==> src/rtl/vmx_pkg.sv <==
package vmx_pkg;

    parameter int unsigned DW    = 32;
    parameter int unsigned IMM_W = 20;
    localparam int unsigned BYTE_W = 8;
    localparam int unsigned HALF_W = 16;
    localparam logic [DW-1:0] SMAX = {1'b0, {(DW-1){1'b1}}};

    typedef enum logic [1:0] {
        LANE_B8  = 2'd0,
        LANE_H16 = 2'd1,
        LANE_W32 = 2'd2
    } lane_w_e;

    typedef enum logic [2:0] {
        POST_INS_HI16 = 3'd0,
        POST_INS_LO16 = 3'd1,
        POST_INS_B0   = 3'd2,
        POST_INS_B2   = 3'd3,
        POST_ACC      = 3'd4,
        POST_MIN      = 3'd5,
        POST_MAX      = 3'd6,
        POST_PASS     = 3'd7
    } post_e;

    typedef struct packed {
        logic [DW-1:0] val;
        logic          sgn;
    } opnd_t;

    function automatic lane_w_e decode_width(input logic [1:0] code);
        case (code)
            2'd2:    return LANE_H16;
            2'd3:    return LANE_W32;
            default: return LANE_B8;
        endcase
    endfunction

    function automatic logic [DW:0] widen(input logic [DW-1:0] v, input logic s);
        return {s & v[DW-1], v};
    endfunction

endpackage

==> src/rtl/vmx_lane_extract.sv <==
module vmx_lane_extract
    import vmx_pkg::*;
(
    input  logic [DW-1:0] raw,
    input  logic [1:0]    width_code,
    input  logic [1:0]    sel,
    input  logic          sgn,
    output opnd_t         opnd
);
    lane_w_e       w;
    logic [DW-1:0] byte_sh;
    logic [DW-1:0] half_sh;

    always_comb begin
        w       = decode_width(width_code);
        byte_sh = raw >> {sel, 3'b000};
        half_sh = raw >> {sel[0], 4'b0000};
        opnd.sgn = sgn;
        case (w)
            LANE_B8:  opnd.val = {{(DW-BYTE_W){sgn & byte_sh[BYTE_W-1]}}, byte_sh[BYTE_W-1:0]};
            LANE_H16: opnd.val = {{(DW-HALF_W){sgn & half_sh[HALF_W-1]}}, half_sh[HALF_W-1:0]};
            default:  opnd.val = raw;
        endcase
    end
endmodule

==> src/rtl/vmx_operand_b.sv <==
module vmx_operand_b
    import vmx_pkg::*;
(
    input  logic [DW-1:0]    src_b,
    input  logic [IMM_W-1:0] imm,
    input  logic [1:0]       b_width,
    input  logic [1:0]       b_sel,
    input  logic             b_signed,
    input  logic             b_from_reg,
    output opnd_t            opnd
);
    opnd_t reg_opnd;

    vmx_lane_extract u_bx (
        .raw        (src_b),
        .width_code (b_width),
        .sel        (b_sel),
        .sgn        (b_signed),
        .opnd       (reg_opnd)
    );

    always_comb begin
        if (b_from_reg) begin
            opnd = reg_opnd;
        end else begin
            opnd.sgn = b_signed;
            opnd.val = {{(DW-IMM_W){b_signed & imm[IMM_W-1]}}, imm};
        end
    end
endmodule

==> src/rtl/vmx_minmax_core.sv <==
module vmx_minmax_core
    import vmx_pkg::*;
(
    input  opnd_t         a,
    input  opnd_t         b,
    input  logic          op_max,
    output logic [DW-1:0] pick,
    output logic          pick_sgn
);
    logic [DW:0] a_w;
    logic [DW:0] b_w;
    logic        a_lt_b;

    always_comb begin
        a_w    = widen(a.val, a.sgn);
        b_w    = widen(b.val, b.sgn);
        a_lt_b = $signed(a_w) < $signed(b_w);
        if (op_max) pick = a_lt_b ? b.val : a.val;
        else        pick = a_lt_b ? a.val : b.val;
        pick_sgn = (a.sgn == b.sgn) ? a.sgn : ~op_max;
    end
endmodule

==> src/rtl/vmx_post_stage.sv <==
module vmx_post_stage
    import vmx_pkg::*;
(
    input  logic [DW-1:0] pick,
    input  logic          pick_sgn,
    input  logic          sat_en,
    input  logic          dst_signed,
    input  logic [2:0]    post_op,
    input  logic [DW-1:0] src_c,
    output logic [DW-1:0] sat_val,
    output logic [DW-1:0] out_val
);
    logic c_lt;

    always_comb begin
        sat_val = pick;
        if (sat_en && dst_signed && !pick_sgn && pick[DW-1])
            sat_val = SMAX;
        else if (sat_en && !dst_signed && pick_sgn && pick[DW-1])
            sat_val = '0;

        c_lt = dst_signed ? ($signed(sat_val) < $signed(src_c)) : (sat_val < src_c);

        case (post_e'(post_op))
            POST_INS_HI16: out_val = {sat_val[HALF_W-1:0], src_c[HALF_W-1:0]};
            POST_INS_LO16: out_val = {src_c[DW-1:HALF_W], sat_val[HALF_W-1:0]};
            POST_INS_B0:   out_val = {src_c[DW-1:BYTE_W], sat_val[BYTE_W-1:0]};
            POST_INS_B2:   out_val = {src_c[DW-1:HALF_W+BYTE_W], sat_val[BYTE_W-1:0],
                                      src_c[HALF_W-1:0]};
            POST_ACC:      out_val = sat_val + src_c;
            POST_MIN:      out_val = c_lt ? sat_val : src_c;
            POST_MAX:      out_val = c_lt ? src_c : sat_val;
            default:       out_val = sat_val;
        endcase
    end
endmodule

==> src/rtl/vmx_minmax_unit.sv <==
module vmx_minmax_unit
    import vmx_pkg::*;
(
    input  logic              clk,
    input  logic              rst,
    input  logic              in_valid,
    input  logic [31:0]       src_a,
    input  logic [31:0]       src_b,
    input  logic [31:0]       src_c,
    input  logic [19:0]       imm,
    input  logic [1:0]        a_width,
    input  logic              a_signed,
    input  logic [1:0]        a_sel,
    input  logic [1:0]        b_width,
    input  logic              b_signed,
    input  logic [1:0]        b_sel,
    input  logic              b_from_reg,
    input  logic              op_max,
    input  logic              sat_en,
    input  logic              dst_signed,
    input  logic [2:0]        post_op,
    output logic              out_valid,
    output logic [31:0]       result
);
    opnd_t         a_op;
    opnd_t         b_op;
    logic [DW-1:0] pick;
    logic          pick_sgn;
    logic [DW-1:0] sat_val;
    logic [DW-1:0] next_val;

    vmx_lane_extract u_ax (
        .raw        (src_a),
        .width_code (a_width),
        .sel        (a_sel),
        .sgn        (a_signed),
        .opnd       (a_op)
    );

    vmx_operand_b u_b (
        .src_b      (src_b),
        .imm        (imm),
        .b_width    (b_width),
        .b_sel      (b_sel),
        .b_signed   (b_signed),
        .b_from_reg (b_from_reg),
        .opnd       (b_op)
    );

    vmx_minmax_core u_mm (
        .a        (a_op),
        .b        (b_op),
        .op_max   (op_max),
        .pick     (pick),
        .pick_sgn (pick_sgn)
    );

    // the pick is one of the operands and bounds both on the 33-bit scale
    p_pick_is_operand_r4: assert property (@(posedge clk) disable iff (rst)
        in_valid |-> (pick == a_op.val || pick == b_op.val));
    p_true_max_r5: assert property (@(posedge clk) disable iff (rst)
        (in_valid && op_max) |->
            ($signed(widen(pick, pick_sgn)) >= $signed(widen(a_op.val, a_op.sgn)) &&
             $signed(widen(pick, pick_sgn)) >= $signed(widen(b_op.val, b_op.sgn))));
    p_true_min_r5: assert property (@(posedge clk) disable iff (rst)
        (in_valid && !op_max) |->
            ($signed(widen(pick, pick_sgn)) <= $signed(widen(a_op.val, a_op.sgn)) &&
             $signed(widen(pick, pick_sgn)) <= $signed(widen(b_op.val, b_op.sgn))));

    vmx_post_stage u_post (
        .pick       (pick),
        .pick_sgn   (pick_sgn),
        .sat_en     (sat_en),
        .dst_signed (dst_signed),
        .post_op    (post_op),
        .src_c      (src_c),
        .sat_val    (sat_val),
        .out_val    (next_val)
    );

    p_sat_signed_dst_r6: assert property (@(posedge clk) disable iff (rst)
        (in_valid && sat_en && dst_signed && !pick_sgn) |-> !sat_val[DW-1]);
    p_sat_unsigned_dst_r7: assert property (@(posedge clk) disable iff (rst)
        (in_valid && sat_en && !dst_signed && pick_sgn) |-> !sat_val[DW-1]);
    p_merge_keeps_c_r8: assert property (@(posedge clk) disable iff (rst)
        (in_valid && post_op == 3'd0) |-> next_val[HALF_W-1:0] == src_c[HALF_W-1:0]);

    always_ff @(posedge clk) begin
        if (rst) begin
            out_valid <= 1'b0;
            result    <= '0;
        end else begin
            out_valid <= in_valid;
            if (in_valid) result <= next_val;
        end
    end

    p_valid_follows_r12: assert property (@(posedge clk) disable iff (rst)
        in_valid |=> out_valid);
    p_idle_no_valid_r12: assert property (@(posedge clk) disable iff (rst)
        !in_valid |=> !out_valid);
    p_idle_hold_r12: assert property (@(posedge clk) disable iff (rst)
        !in_valid |=> $stable(result));
endmodule

==> config.mk <==
export PLATFORM = sky130hd
export DESIGN_NAME = vmx_minmax_unit
export DESIGN_NICKNAME = d
export VERILOG_FILES = /design/src/rtl/vmx_pkg.sv /design/src/rtl/vmx_lane_extract.sv /design/src/rtl/vmx_operand_b.sv /design/src/rtl/vmx_minmax_core.sv /design/src/rtl/vmx_post_stage.sv /design/src/rtl/vmx_minmax_unit.sv
export SDC_FILE = /design/constraint.sdc
export NUM_CORES = 1
export LEC_CHECK = 0
export BUFFER_PORTS_ARGS = -buffer_cell sky130_fd_sc_hd__buf_2
export CAP_MARGIN = 20
export CORE_MARGIN = 2
export CORE_UTILIZATION = 45
export DETAILED_ROUTE_END_ITERATION = 8
export MAX_ROUTING_LAYER = met4
export PLACE_DENSITY = 0.7
export SLEW_MARGIN = 20
export SYNTH_ARGS = -nofsm -noshare
export SYNTH_HDL_FRONTEND = slang
export SYNTH_SLANG_ARGS = --single-unit
==> constraint.sdc <==
create_clock -name clk -period 6.9 [get_ports clk]
set_input_delay 0.345 -clock clk [delete_from_list [all_inputs] [get_ports clk]]
set_output_delay 0.345 -clock clk [all_outputs]
set_load 0.02 [all_outputs]
* Yosys cells after proc, flatten, opt, wreduce, memory -nomap -nowiden
Cells that the tools add are included.
Operators by class: bitwise operators 8, reductions and logical operators 11, shift-type cells 4, add/subtract/negate cells 1, equal/unequal tests 13, magnitude comparators 3, multiplexer cells 15
Operators by type and width (number):
- $mux 32 | 7
- $pmux 32 s7 | 1
- $pmux 32 s2 | 2
- $lt 32x32->1 | 2
- $shr 32x5->16 | 2
- $shr 32x5->8 | 2
- $lt 33x33->1 | 1
- $mux 33 | 1
- $add 32x32->32 | 1
- $eq 3x3->1 const B | 3
- $eq 2x2->1 const B | 4
- $pmux 2 s2 | 2
- $and 1x1->1 | 7
- $eq 3x2->1 const B | 2
- $logic_and 1x1->1 | 6
- $eq 2x1->1 const B | 2
- $logic_not 2->1 | 2
- $eq 3x1->1 const B | 1
- $logic_not 3->1 | 1
- $logic_not 1->1 | 2
- $mux 1 | 2
- $eq 1x1->1 | 1
- $not 1->1 | 1
Word-level totals: flip-flop bits (word level) 33, bits of input ports 136, output and inout port bits 33

* Longest topological paths before layout
depth in word-level cells 16, gate-level depth with buffers 34

* Hierarchy
A second synthesis with hierarchy kept.
Second synthesis, totals: cell total of the unflattened synthesis 1252, area, all modules 9362.7 um2
By module, submodules not included:
- vmx_post_stage | times used 1, seq. area each 0.0 um2, cells an instance 700, area each 4516.8 um2
- vmx_lane_extract | times used 2, seq. area each 0.0 um2, cells an instance 120, area each 885.8 um2
- vmx_minmax_core | times used 1, seq. area each 0.0 um2, cells an instance 155, area each 1391.3 um2
- vmx_minmax_unit | times used 1, seq. area each 660.6 um2, cells an instance 106, area each 1202.4 um2
- vmx_operand_b | times used 1, seq. area each 0.0 um2, cells an instance 51, area each 480.5 um2

* Worst setup path before layout
Ideal clock, no wire load.
kind input to register, start point in a_sel[1], end point reg result[24], cell stages on the path 33, path buffers 8, slack -402 ps, arrival 7169 ps, data required time 6767 ps, path through clkbuf_1 > mux4_2 > and2_1 > o21ai_0 > nand2_1 > clkbuf_1 > o21ai_0 > inv_1 > ha_1 > nand4_1 > nor4_1 > o211ai_1 > o221ai_1 > o21ai_1 > nand2b_1 > buf_4 > buf_2 > buf_2 > a311o_1 > ha_1 > clkbuf_1 > nand2_1 > or4_1 > or4_1 > a311oi_1 > nor3_1 > xnor2_2 > buf_4 > mux2i_2 > buf_6 > nor3_1 > a211oi_1 > a31oi_1
On the way: word-level cells in the longest chain between the ends 14, elaborated cells on any way between the ends 19, those cells by class 1 x add/sub; 3 x order compare; 1 x shift; 10 x mux; 2 x bitwise; 2 x reduce/logical
RTL lines:
- from (decl) | RTL line vmx_minmax_unit.sv:13 | input logic [1:0] a_sel,
- $shr 32x5->8 (*) | RTL line vmx_lane_extract.sv:16 | byte_sh = raw >> {sel, 3'b000};
- $and 1x1->1 | RTL line vmx_lane_extract.sv:20 | LANE_B8: opnd.val = {{(DW-BYTE_W){sgn & byte_sh[BYTE_W-1]}}, byte_sh[BYTE_W-1:0]};
- $pmux 32 s2 (*) | RTL line vmx_lane_extract.sv:19 | case (w)
- $and 1x1->1 | RTL line vmx_pkg.sv:40 | return {s & v[DW-1], v};
- $lt 33x33->1 | RTL line vmx_minmax_core.sv:17 | a_lt_b = $signed(a_w) < $signed(b_w);
- $mux 32 (on tied branches) | RTL line vmx_minmax_core.sv:19, vmx_minmax_core.sv:18
- $mux 32 (*) | RTL line vmx_minmax_core.sv:18 | if (op_max) pick = a_lt_b ? b.val : a.val;
- $logic_and 1x1->1 | RTL line vmx_post_stage.sv:19 | else if (sat_en && !dst_signed && pick_sgn && pick[DW-1])
- $mux 32 | RTL line vmx_post_stage.sv:19
- $mux 32 (*) | RTL line vmx_post_stage.sv:17 | if (sat_en && dst_signed && !pick_sgn && pick[DW-1])
- $lt 32x32->1 | RTL line vmx_post_stage.sv:22 | c_lt = dst_signed ? ($signed(sat_val) < $signed(src_c)) : (sat_val < src_c);
- $mux 1 | RTL line vmx_post_stage.sv:22
- $mux 32 (on tied branches) | RTL line vmx_post_stage.sv:32, vmx_post_stage.sv:31
- $pmux 32 s7 (*) | RTL line vmx_post_stage.sv:24 | case (post_e'(post_op))
- to (signal assigned) | RTL line vmx_minmax_unit.sv:94 | if (in_valid) result <= next_val;
- to (decl) | RTL line vmx_minmax_unit.sv:23 | output logic [31:0] result
Every way passes the cells marked *; elsewhere a longest branch is shown, timed or not. A chain may end at the register's enable or synchronous reset.

* Worst setup path after layout
start point in a_sel[1], end point reg result[31]
Same word-level chain as after synthesis.

==> flow_metrics.env <==
export IMPL_setup_viol=1
export IMPL_cts_tree="yes"
export IMPL_syn_cell_area_um2=7450
export IMPL_synth_flop_cell="dfxtp_1"
export IMPL_critPathMostFrequentCell="buf_6"
export IMPL_avgRoutedWirePerCell_um=19.8
export IMPL_p_total_w=0.00273
export IMPL_antennaDiodeCount=0
export IMPL_drt_iter0_drc=987
export IMPL_min_period_ns=6.90
export IMPL_rsz0062_at_grt="yes"
export IMPL_track_usage_pct=35.6
export IMPL_nets=1634
export IMPL_cts_root_buffer="clkbuf_16"
export IMPL_dr_pass1_iters=6
export IMPL_worst_pin_slew_ns=0.999
export IMPL_synthTopCellsByCount="nor2_1, ha_1, a21oi_1"
export IMPL_critPathMaxFanout=6
export IMPL_die_h_um=133
export IMPL_dp_slack_ns=-0.570
export IMPL_clock_sinks=33
export IMPL_crit_path_start_kind="input port"
export IMPL_yosysSeqAreaShare_pct=8.87
export IMPL_final_cells=1622
export IMPL_netlist_area_leader_share_pct=16.1
export IMPL_fin_crit_sh_pct=100
export IMPL_worst_slack_ns=-0.00423
export IMPL_required_ns=7.04
export IMPL_cts_max_level=2
export IMPL_grt_max_degree=52
export IMPL_antenna_found_initial=0
export IMPL_worst_clock_skew_ns=0
export IMPL_syn_to_final_growth_pct=48.1
export IMPL_totalWireLength_mm=32.1
export IMPL_row_count=47
export IMPL_multi_input_area_um2=6800
export IMPL_crit_slowest_cell="or4_4"
export IMPL_vdd_drop_max_mv=0.154
export IMPL_fillers=1434
export IMPL_cts_buffers=5
export IMPL_seqCellArea_um2=661
export IMPL_status="complete, but fails checks"
export IMPL_synth_edf_count=0
export IMPL_drc=0
export IMPL_clk_latency_ns=0.29
export IMPL_whs_ns=0.337
export IMPL_slew_headroom_pct=33.4
export IMPL_gp_congestion=1.02
export IMPL_routed_via_density=6.03
export IMPL_post_dp_hpwl_mm=26.0
export IMPL_max_freq_ghz=0.145
export IMPL_ios=169
export IMPL_drive_gt1_share_pct=39.0
export IMPL_route_vias_total=9774
export IMPL_grt_pass1_wl_mm=48.3
export IMPL_final_hold_violation_count=0
export IMPL_ys_ff_latch=33
export IMPL_crit_path_end_kind="register"
export IMPL_synth_distinct_cells=81
export IMPL_violations="setup timing"
export IMPL_syn_nets=1274
export IMPL_final_util_pct=67.2
export IMPL_clk_pin_slew_worst_paths_ns=0.06
export IMPL_maxCapViolations=0
export IMPL_syn_inst=1041
export IMPL_drt_antenna_violating_nets=0
export IMPL_synth_top_area_cell="ha_1"
export IMPL_synth_warnings=0
export IMPL_synth_most_common_cell="nor2_1"
export IMPL_dieArea_um2=17600
export IMPL_dp_cells=1602
export IMPL_holdCritPathClass="input port to register"
export IMPL_cpPeakStageDelay_ns=0.59
export IMPL_async_flop_share_pct=0
export IMPL_cts_max_path_buffers=2
export IMPL_power_density_nw_per_um2=248
export IMPL_initial_utilization_pct=45.4
export IMPL_slew_viol_final=0
export IMPL_critPathKind="input port to register"
export IMPL_numPortBuffers=168
export IMPL_p_leak_nw=5.24
export IMPL_hold_buffers=0
export IMPL_synthTopCellsByArea="ha_1, dfxtp_1, a21oi_1"
export IMPL_grt_pass1_vias=9061
export IMPL_coreArea_um2=16400
export IMPL_die_w_um=133
export IMPL_avgSynthCellArea_um2=7.15
export IMPL_overflow=0
export IMPL_cp_arrival_ns=7.04
==> layer usage <==
metal  GRT usage, %  part of all wire (%)  vias to the layer above
met4           11.9                   3.1                        0
met2           53.3                    44                      489
li1               -                     -                     4627
met3           6.17                   9.4                       70
met5              -                     0                        -
met1           48.5                    44                     4588
==> cell families (layout without fill, tap and decap cells) <==
| family | Yosys count | count (layout) | synth area share (%) |
|---|---|---|---|
| compound gates | 371 | 371 | 33.8 |
| xor+xnor | 27 | 27 | 3.28 |
| fa+ha+maj | 97 | 97 | 16.4 |
| buf+inv | 145 | 506 | 7.83 |
| flops | 33 | 33 | 8.87 |
| mux | 49 | 49 | 9.61 |
| simple gates | 319 | 319 | 20.2 |
==> worst paths after layout <==
check	from	end	slack, ns	cells past startpoint
min reg2reg	result[13]	result[13]	0.47	2
max	a_sel[1]	result[31]	-0.004	31
max reg2reg	result[25]	result[25]	6.10	2
min	src_c[5]	result[5]	0.34	3
==> placed cells by master, fill, tap and decap left out, types with 12 or more instances in the layout <==
| cell type | instances |
|---|---|
| buf_4 | 237 |
| buf_2 | 166 |
| nor2_1 | 108 |
| ha_1 | 89 |
| a21oi_1 | 78 |
| inv_1 | 70 |
| nand2_1 | 63 |
| o21ai_0 | 63 |
| dfxtp_1 | 33 |
| nand3_1 | 31 |
| mux2i_1 | 24 |
| nor3_1 | 24 |
| a211oi_1 | 24 |
| nand2b_1 | 22 |
| xnor2_1 | 22 |
| mux4_2 | 16 |
| a311oi_1 | 15 |
| o21bai_1 | 14 |
| o21a_1 | 13 |
| nor2b_1 | 12 |
| o311ai_1 | 12 |
==> layout make-up <==
class                      count  share of cell area [%]
multi-input combinational    863                    61.6
inverter                      78                    2.65
clock inverter                 2                  0.0908
tap                          220                    2.50
sequential                    33                    5.99
timing repair buffer         420                    26.0
clock buffer                   6                    1.17
==> worst max-delay path: cells and delay by family <==
family                     cells  cell delay, ns
and+or+nand+nor                9            2.01
AOI/OAI and AO/OA              9            1.83
muxes                          3            1.16
buffers and inverters          7            0.85
adders and majority gates      2            0.61
xor gates and xnor gates       1            0.21
==> flip-flops by register name (all words and copies together) (netlist names) <==
register   count
out_valid      1
result        32
==> repair_timing <==
action / 4_1_cts / 5_1_grt
cloned: 0 / 1
endpoints found under the setup margin: 32 / 32
gates resized for setup: 13 / 111
setup buffers: 0 / 11
pin swaps: 3 / 49
==> metrics by stage <==
stage          cell area [um^2]  TNS [ns]
2_1_floorplan              7500         0
3_3_place_gp              10200     -9.24
3_5_place_dp              10200    -15.05
4_1_cts                   10400         0
5_1_grt                   11000     -5.26
6_report                  11000  -0.00423
==> power by group <==
group,internal [W],switching (W)
registers,0.000216,0.0000164
logic,0.00108,0.00120
clock network,0.000133,0.0000945
total,0.00142,0.00131
(Power assumes the default switching activity.)
